$ cat src/rtl/muldiv_pkg.sv
package muldiv_pkg;

  typedef enum logic [5:0] {
    FN_MFHI  = 6'h10,
    FN_MTHI  = 6'h11,
    FN_MFLO  = 6'h12,
    FN_MTLO  = 6'h13,
    FN_MULT  = 6'h18,
    FN_MULTU = 6'h19,
    FN_DIV   = 6'h1A,
    FN_DIVU  = 6'h1B
  } md_func_e;

  typedef struct packed {
    logic is_div;
    logic is_signed;
  } md_mode_t;

  function automatic logic fn_is_arith(input logic [5:0] f);
    return (f == FN_MULT) || (f == FN_MULTU) || (f == FN_DIV) || (f == FN_DIVU);
  endfunction

  function automatic logic fn_is_read(input logic [5:0] f);
    return (f == FN_MFHI) || (f == FN_MFLO);
  endfunction

  // bit 1 separates divide from multiply, bit 0 marks the unsigned variant
  function automatic md_mode_t fn_mode(input logic [5:0] f);
    md_mode_t m;
    m.is_div    = f[1];
    m.is_signed = ~f[0];
    return m;
  endfunction

endpackage

$ cat src/rtl/md_sequencer.sv
module md_sequencer #(
  parameter int STEPS = 32
) (
  input  logic clk,
  input  logic rst_n,
  input  logic start,
  output logic busy,
  output logic last
);
  localparam int CW = (STEPS > 1) ? $clog2(STEPS) : 1;

  logic [CW-1:0] step_q;

  assign last = busy && (step_q == CW'(STEPS - 1));

  always_ff @(posedge clk) begin
    if (!rst_n) begin
      busy   <= 1'b0;
      step_q <= '0;
    end else if (start) begin
      busy   <= 1'b1;
      step_q <= '0;
    end else if (busy) begin
      if (last) busy <= 1'b0;
      step_q <= step_q + 1'b1;
    end
  end
endmodule

$ cat src/rtl/md_datapath.sv
module md_datapath
  import muldiv_pkg::*;
#(
  parameter int W = 32
) (
  input  logic           clk,
  input  logic           rst_n,
  input  logic           start,
  input  logic           step_en,
  input  md_mode_t       mode,
  input  logic [W-1:0]   opa,
  input  logic [W-1:0]   opb,
  output logic [W-1:0]   res_hi,
  output logic [W-1:0]   res_lo
);
  localparam int WW = 2 * W;

  function automatic logic [W-1:0] magnitude(input logic [W-1:0] x, input logic sgn);
    return (sgn && x[W-1]) ? -x : x;
  endfunction

  // one shift-add step: upper half accumulates, multiplier shifts out at bit 0
  function automatic logic [WW-1:0] mul_step(input logic [WW-1:0] wk, input logic [W-1:0] m);
    logic [W:0] sum;
    sum = {1'b0, wk[WW-1:W]} + (wk[0] ? {1'b0, m} : {(W+1){1'b0}});
    return {sum, wk[W-1:1]};
  endfunction

  // one restoring step: upper half is the partial remainder, lower half the quotient
  function automatic logic [WW-1:0] div_step(input logic [WW-1:0] wk, input logic [W-1:0] d);
    logic [WW:0] sh;
    logic [W:0]  diff;
    sh   = {wk, 1'b0};
    diff = sh[WW:W] - {1'b0, d};
    if (!diff[W]) return {diff[W-1:0], sh[W-1:1], 1'b1};
    return {sh[WW-1:W], sh[W-1:1], 1'b0};
  endfunction

  logic [WW-1:0] work_q, work_nxt, prod;
  logic [W-1:0]  opnd_q, quo, rem;
  md_mode_t      mode_q;
  logic          neg_a_q, neg_b_q, bzero_q;

  always_ff @(posedge clk) begin
    if (!rst_n) begin
      work_q  <= '0;
      opnd_q  <= '0;
      mode_q  <= '0;
      neg_a_q <= 1'b0;
      neg_b_q <= 1'b0;
      bzero_q <= 1'b0;
    end else if (start) begin
      work_q  <= {{W{1'b0}}, magnitude(opa, mode.is_signed)};
      opnd_q  <= magnitude(opb, mode.is_signed);
      mode_q  <= mode;
      neg_a_q <= mode.is_signed & opa[W-1];
      neg_b_q <= mode.is_signed & opb[W-1];
      bzero_q <= (opb == '0);
    end else if (step_en) begin
      work_q  <= work_nxt;
    end
  end

  always_comb begin
    work_nxt = mode_q.is_div ? div_step(work_q, opnd_q) : mul_step(work_q, opnd_q);
    prod = (neg_a_q ^ neg_b_q) ? -work_nxt : work_nxt;
    quo  = ((neg_a_q ^ neg_b_q) && !bzero_q) ? -work_nxt[W-1:0] : work_nxt[W-1:0];
    rem  = neg_a_q ? -work_nxt[WW-1:W] : work_nxt[WW-1:W];
    if (mode_q.is_div) begin
      res_hi = rem;
      res_lo = quo;
    end else begin
      res_hi = prod[WW-1:W];
      res_lo = prod[W-1:0];
    end
  end
endmodule

$ cat src/rtl/muldiv_hilo.sv
module muldiv_hilo
  import muldiv_pkg::*;
#(
  parameter int W = 32
) (
  input  logic         clk,
  input  logic         rst_n,
  input  logic         req_valid,
  input  logic [5:0]   req_func,
  input  logic [W-1:0] src_a,
  input  logic [W-1:0] src_b,
  output logic         busy,
  output logic         rd_ready,
  output logic [W-1:0] rd_data
);
  logic         start_op, finish_op, idle_req;
  logic         wr_hi, wr_lo;
  logic [W-1:0] hi_q, lo_q, res_hi, res_lo;

  assign idle_req  = req_valid && !busy;
  assign start_op  = idle_req && fn_is_arith(req_func);
  assign wr_hi     = idle_req && (req_func == FN_MTHI);
  assign wr_lo     = idle_req && (req_func == FN_MTLO);
  assign rd_ready  = idle_req && fn_is_read(req_func);
  assign rd_data   = (req_func == FN_MFHI) ? hi_q : lo_q;

  md_sequencer #(.STEPS(W)) u_seq (
    .clk   (clk),
    .rst_n (rst_n),
    .start (start_op),
    .busy  (busy),
    .last  (finish_op)
  );

  md_datapath #(.W(W)) u_dp (
    .clk     (clk),
    .rst_n   (rst_n),
    .start   (start_op),
    .step_en (busy),
    .mode    (fn_mode(req_func)),
    .opa     (src_a),
    .opb     (src_b),
    .res_hi  (res_hi),
    .res_lo  (res_lo)
  );

  always_ff @(posedge clk) begin
    if (!rst_n) begin
      hi_q <= '0;
      lo_q <= '0;
    end else if (finish_op) begin
      hi_q <= res_hi;
      lo_q <= res_lo;
    end else begin
      if (wr_hi) hi_q <= src_a;
      if (wr_lo) lo_q <= src_a;
    end
  end
endmodule

$ cat config.mk
export PLATFORM = sky130hd
export DESIGN_NAME = muldiv_hilo
export DESIGN_NICKNAME = d
export VERILOG_FILES = /design/src/rtl/muldiv_pkg.sv /design/src/rtl/md_sequencer.sv /design/src/rtl/md_datapath.sv /design/src/rtl/muldiv_hilo.sv
export SDC_FILE = /design/constraint.sdc
export NUM_CORES = 1
export LEC_CHECK = 0
export ABC_AREA = 1
export BUFFER_PORTS_ARGS = -buffer_cell sky130_fd_sc_hd__buf_4
export CORE_AREA = 2 2 201 203
export CTS_BUF_LIST = sky130_fd_sc_hd__clkbuf_4
export DETAILED_ROUTE_END_ITERATION = 10
export DIE_AREA = 0 0 203 205
export PLACE_DENSITY = 0.68
export SETUP_SLACK_MARGIN = 0.15
export SKIP_CTS_REPAIR_TIMING = 1
export SLEW_MARGIN = 20
export SYNTH_ARGS = -nofsm -noshare
export SYNTH_HDL_FRONTEND = slang
export SYNTH_HIERARCHICAL = 1
export SYNTH_SLANG_ARGS = --single-unit
$ cat constraint.sdc
create_clock -name clk -period 6.9 [get_ports clk]
set_input_delay 0.345 -clock clk [delete_from_list [all_inputs] [get_ports clk]]
set_output_delay 0.345 -clock clk [all_outputs]
set_load 0.05 [all_outputs]
# Yosys cells after proc, flatten, opt, wreduce, memory -nomap -nowiden
# Cells that the tools add are included.
# word_totals
out_inout_bits	34
ff_bits	170
word_cells	73
input_bits	73
# op_classes
mux	20
n_eq_ne	9
add_sub_neg	8
bitwise	5
n_reduce_logical	20
# op_table
op	count
2-to-1 mux 32 bit	14
2-to-1 mux 64 bit	3
negation 32 bit	4
negation 64 bit	1
equality test 6 x 5 -> 1 bit, second input constant	8
adder 32 x 32 -> 33 bit	1
subtractor 33 x 32 -> 33 bit	1
logical NOT 32 bit	1
logical AND 1 bit	9
nonzero test 2 bit	3
adder 5 x 1 -> 5 bit, second input constant	1
equality test 5 bit, second input constant	1
logical OR 1 bit	4
2-to-1 mux 1 bit	3
AND 1 bit	2
logical NOT 1 bit	2
NOT 1 bit	2
OR reduction 2 bit	1
bitwise XOR 1 bit	1

# Depth between registers and ports, before layout
# depth
depth_word	7
ltp_mapped	41
depth_no_buf	41

# By module
# Netlist, hierarchy kept.
# by_module_without_submodules
module	n_inst	seq_area_each_um2	cells_each	area_each_um2
md_datapath	1	2001.9	2723	14624.0
muldiv_hilo	1	1281.2	679	4244.1
md_sequencer	1	120.1	39	291.5

# Worst setup path after synthesis
# Ideal clock, no wire load.
# synth_timing
path_kind	register -> register
start	reg u_dp.work_q[31]
end	reg hi_q[26]
synth_period_minus_slack_ps	4142
arrival_ps	4027
required_time_ps	6785
n_path_buf	0
setup_ps	115
path_slack_ps	2758
stages_incl_launch_ff	40
cell_sequence	dfxtp_1 > inv_1 > ha_1 > fa_1 > inv_1 > nand2_1 > nand2_1 > nand3_1 > nand2_2 > nand2_1 > nand2_1 > nand2_2 > nand3_2 > nand2_4 > nand2_1 > nand2_2 > inv_2 > ha_1 > [... 4 more ...] > nand2_2 > nor2_4 > nand4_1 > nor2_2 > nand2_1 > nand2_1 > nand2_2 > a21oi_1 > a21boi_1 > nand2_1 > nand2_1 > nand2_1 > nand2_1 > inv_1 > nand2_1 > nand2_1 > a21oi_1 > nor2_1
# synth_between
elab_chain_len	7
elab_cells_between_ends	9
cone_classes	add/sub: 3; mux: 6
# synth_lines
element	line	rtl
start: declaration	md_datapath.sv:39	logic [WW-1:0] work_q, work_nxt, prod;
start signal: assignment	md_datapath.sv:53	work_q <= {{W{1'b0}}, magnitude(opa, mode.is_signed)};
start signal: assignment	md_datapath.sv:60	work_q <= work_nxt;
subtractor 33 x 32 -> 33 bit	md_datapath.sv:34	diff = sh[WW:W] - {1'b0, d};
2-to-1 mux 64 bit	md_datapath.sv:36	return {sh[WW-1:W], sh[W-1:1], 1'b0};
2-to-1 mux 64 bit	md_datapath.sv:65	work_nxt = mode_q.is_div ? div_step(work_q, opnd_q) : mul_step(work_q, opnd_q);
named net u_dp.work_nxt[0]	md_datapath.sv:39	
negation 64 bit	md_datapath.sv:66	prod = (neg_a_q ^ neg_b_q) ? -work_nxt : work_nxt;
2-to-1 mux 64 bit	md_datapath.sv:66	
2-to-1 mux 32 bit	md_datapath.sv:69	if (mode_q.is_div) begin
named net res_hi[26]	muldiv_hilo.sv:18	logic [W-1:0] hi_q, lo_q, res_hi, res_lo;
2-to-1 mux 32 bit	muldiv_hilo.sv:51	end else if (finish_op) begin
end signal: assignment	muldiv_hilo.sv:52	hi_q <= res_hi;
end signal: assignment	muldiv_hilo.sv:55	if (wr_hi) hi_q <= src_a;
end: declaration	muldiv_hilo.sv:18	
# The timed path passes the listed nets, and every way through them passes these cells.
# A chain may end at the register's enable or synchronous reset.

# Worst setup path in the final report
# layout_timing
start	reg u_dp.work_q[31]
end	reg hi_q[22]
# layout_between
elab_chain_len	7
elab_cells_between_ends	9
cone_classes	add/sub: 3; mux: 6
# layout_lines
element	line
subtractor 33 x 32 -> 33 bit	md_datapath.sv:34
2-to-1 mux 64 bit	md_datapath.sv:36
2-to-1 mux 64 bit *	md_datapath.sv:65
negation 64 bit / negation 32 bit (equally long branches)	md_datapath.sv:66, md_datapath.sv:68
2-to-1 mux 64 bit / 2-to-1 mux 32 bit (equally long branches)	md_datapath.sv:66, md_datapath.sv:68
2-to-1 mux 32 bit *	md_datapath.sv:69
named net res_hi[22]	muldiv_hilo.sv:18
2-to-1 mux 32 bit *	muldiv_hilo.sv:51
# Mark *: on every way through the listed nets, which the timed path passes. The rest lies on a longest branch.

==> qor.csv <==
metric,value,unit
GRT Max-Usage Layer,met2,
Max-Cap Viols,0,
ys async rst share,0,%
die extent in x,203,um
total negative slack,0,ps
"Slew Viols, Final",0,
maximum VDD drop,97.5,uV
"flops & latches, synth",170,
Final Hold Viols,0,
Initial DRC Count,1941,
CTS sink cnt,170,
unique cell type count in the Yosys netlist,53,
"Design Area, Final",20600,um^2
Crit Path Max Fanout,30,
Logic pwr share,39.0,%
grt met2 use,62.8,%
"Period Utilization, post-route",78.8,%
Synth area leader,nand2_1,
Achievable Freq,184,MHz
Post-Syn Area per Cell,5.57,um^2
Crit Reg-Reg Startpoint,u_dp/work_q[31],
slowest CP cell,fa_1,
floorplan core area,39400,um^2
WS Path Type,register to register,
GRT Residual Overflow,0,
synth-to-layout area growth,7.46,%
clock power share,24.1,%
I/O pin cnt,107,
outcome,finished clean,
Sw Ratio,44.8,%
cts bufs inserted,17,
"EDFF count, synth",0,
CTS tree,built,
WL final,75700,um
CP Launch Point,u_dp/work_q[31],
critical path startpoint category,register,
power density over the cells,133,nW/um^2
RSZ-0062 raised after global routing,no,
row cnt,73,
HP Start,src_b[5],
final HPWL from detailed placement,58800,um
Post-Syn Area,19200,um^2
final worst path period need,5430,ps
first-pass GRT wire length,116000,um
Chip Height,205,um
vias,22110,
P_leak,0.0114,uW
overall routing resource usage,36.2,%
grt met1 use,42.0,%
Min-Delay Path Class,input port to register,
Worst Tran Pin Value,1070,ps
# port buffers,106,
final setup fails,0,
Clock Skew,21.5,ps
CP Data Required Time,7530,ps
final core occ,52.3,%
Fill cells,4301,
mean routed wirelength per cell,18.9,um
sequential area share after synthesis,17.8,%
GP Congestion,1.05,
DRT antenna net count,0,
max incr delay on CP,440,ps
post-synthesis cell count,3441,
Crit. End Element,register,
DRT Pass-1 Iters,5,
placed cell area,20100,um^2
drc violations,0,
CTS root buffer,clkbuf_4,
P_sw,1230,uW
clock-pin slew on the worst setup and hold paths,180,ps
largest cells by area after synthesis,"nand2_1 (21%), dfxtp_1 (18%), inv_1 (10%)",
vias in the first global route,20997,
H-Tree Depth,4,
Seq pwr share,36.9,%
most common cell in the netlist,nand2_1,
Max clock buf depth,2,
met3 usage,4.34,%
top cell type's share of synthesized area,20.6,%
Internal,1510,uW
"top cells by count, synth","nand2_1 (1,052), inv_1 (517), nor2_1 (320), a21oi_1 (284), o21ai_0 (217)",
Starting Density,48.7,%
Slew headroom,28.8,%
prevailing post-synth register cell,dfxtp_1,
Non-Filler Instances,4011,
die area,41600,um^2
Placed Cells,3953,
Mapped Nets,3586,
worst skew pair latency,710,ps
synth warn,6,
initial antenna violation count,2,
Layout Nets,3616,
layout cell share with drive strength beyond 1,9.73,%
vias per inst,5.51,
Worst Path Arrival,6060,ps
CP dominant cell by count,nand2_1,
largest net degree at the start of global routing,110,
[worst max-delay path, delay by kind of cell (launching register included)]
family	cells	cell delay [ps]
AOI/OAI and AO/OA	2	200
adders and majority gates	3	890
buffers and inverters	5	460
DFF	1	350
and+or+nand+nor	30	3470
[flip-flops by register name, indices dropped and copies added (netlist names), 5 cells and up]
signal / cells
u_dp/work_q: 64
lo_q: 32
hi_q: 32
u_dp/opnd_q: 32
u_seq/step_q: 5
[cell usage in the layout (no fill, tap or decap), types with 6 or more instances in the layout]
cell / instances
inv_2: 16
o21ai_0: 217
o211ai_1: 16
nand4_1: 16
nor4_1: 8
o21ai_1: 37
buf_4: 127
nor2_1: 319
nand3_2: 64
xor2_1: 64
dfxtp_1: 168
clkbuf_4: 18
o22ai_1: 24
a21oi_1: 284
nand3b_1: 26
a31oi_1: 6
nand3_1: 176
o21bai_1: 16
dlygate4sd3_1: 24
nand2_1: 1052
o32ai_1: 8
or2_2: 7
inv_1: 515
nor3_1: 41
nand2_2: 35
xnor2_1: 22
a21oi_2: 7
nand2_4: 6
nor2_2: 30
ha_1: 70
[per-layer routing]
| metal | wire, um | up-vias |
|---|---|---|
| li1 | - | 10960 |
| met1 | 30300 | 10111 |
| met2 | 35700 | 829 |
| met3 | 4300 | 210 |
| met4 | 5420 | 0 |
| met5 | 0 | - |
[power groups by stage]
stage	Sequential, uW	Clock, uW	Combinational [uW]
after CTS	1010	677	1030
after global routing	1010	708	1160
after floorplan	1030	0	723
after global placement	1030	0	1020
final	1010	661	1070
after detailed placement	1030	0	1030
[cell type report]
cell class | instances | area, um^2 | area share (%)
diodes | 2 | 5.00 | 0.0243
clock buffers | 18 | 135 | 0.656
clock inverters | 14 | 158 | 0.766
inverters | 536 | 2020 | 9.81
multi-input cells | 2595 | 13000 | 63.2
flip-flops and latches | 170 | 3410 | 16.6
well taps | 525 | 657 | 3.19
repair buffers | 151 | 1190 | 5.80
[per-stage QoR]
stage | hold WS, ps | setup WS [ps] | power (uW)
finish | 6.66 | 1470 | 2740
global placement | 452 | 1810 | 2050
floorplan | 415 | 2760 | 1750
CTS | -209 | 1640 | 2720
detailed placement | 465 | 1660 | 2060
global route | 3.30 | 903 | 2890
[cell families (layout without fill, tap and decap cells)]
logic type	Yosys count	in the layout	share of synthesized area, %
other	0	2	0
adders and majority gates	72	72	4.78
DFF	170	170	17.8
xor gates and xnor gates	86	86	3.93
and+or+nand+nor	1798	1798	41.2
buffers and inverters	676	719	14.4
AOI/OAI and AO/OA	639	639	18.0
[final timing paths]
check,depth (start not counted),endpoint,slack [ps]
hold reg to reg,2,u_dp/work_q[2],490
setup / recovery,40,hi_q[22],1470
hold / removal,4,u_dp/opnd_q[5],7
setup reg to reg,40,hi_q[22],1470
(Power assumes the default switching activity.)
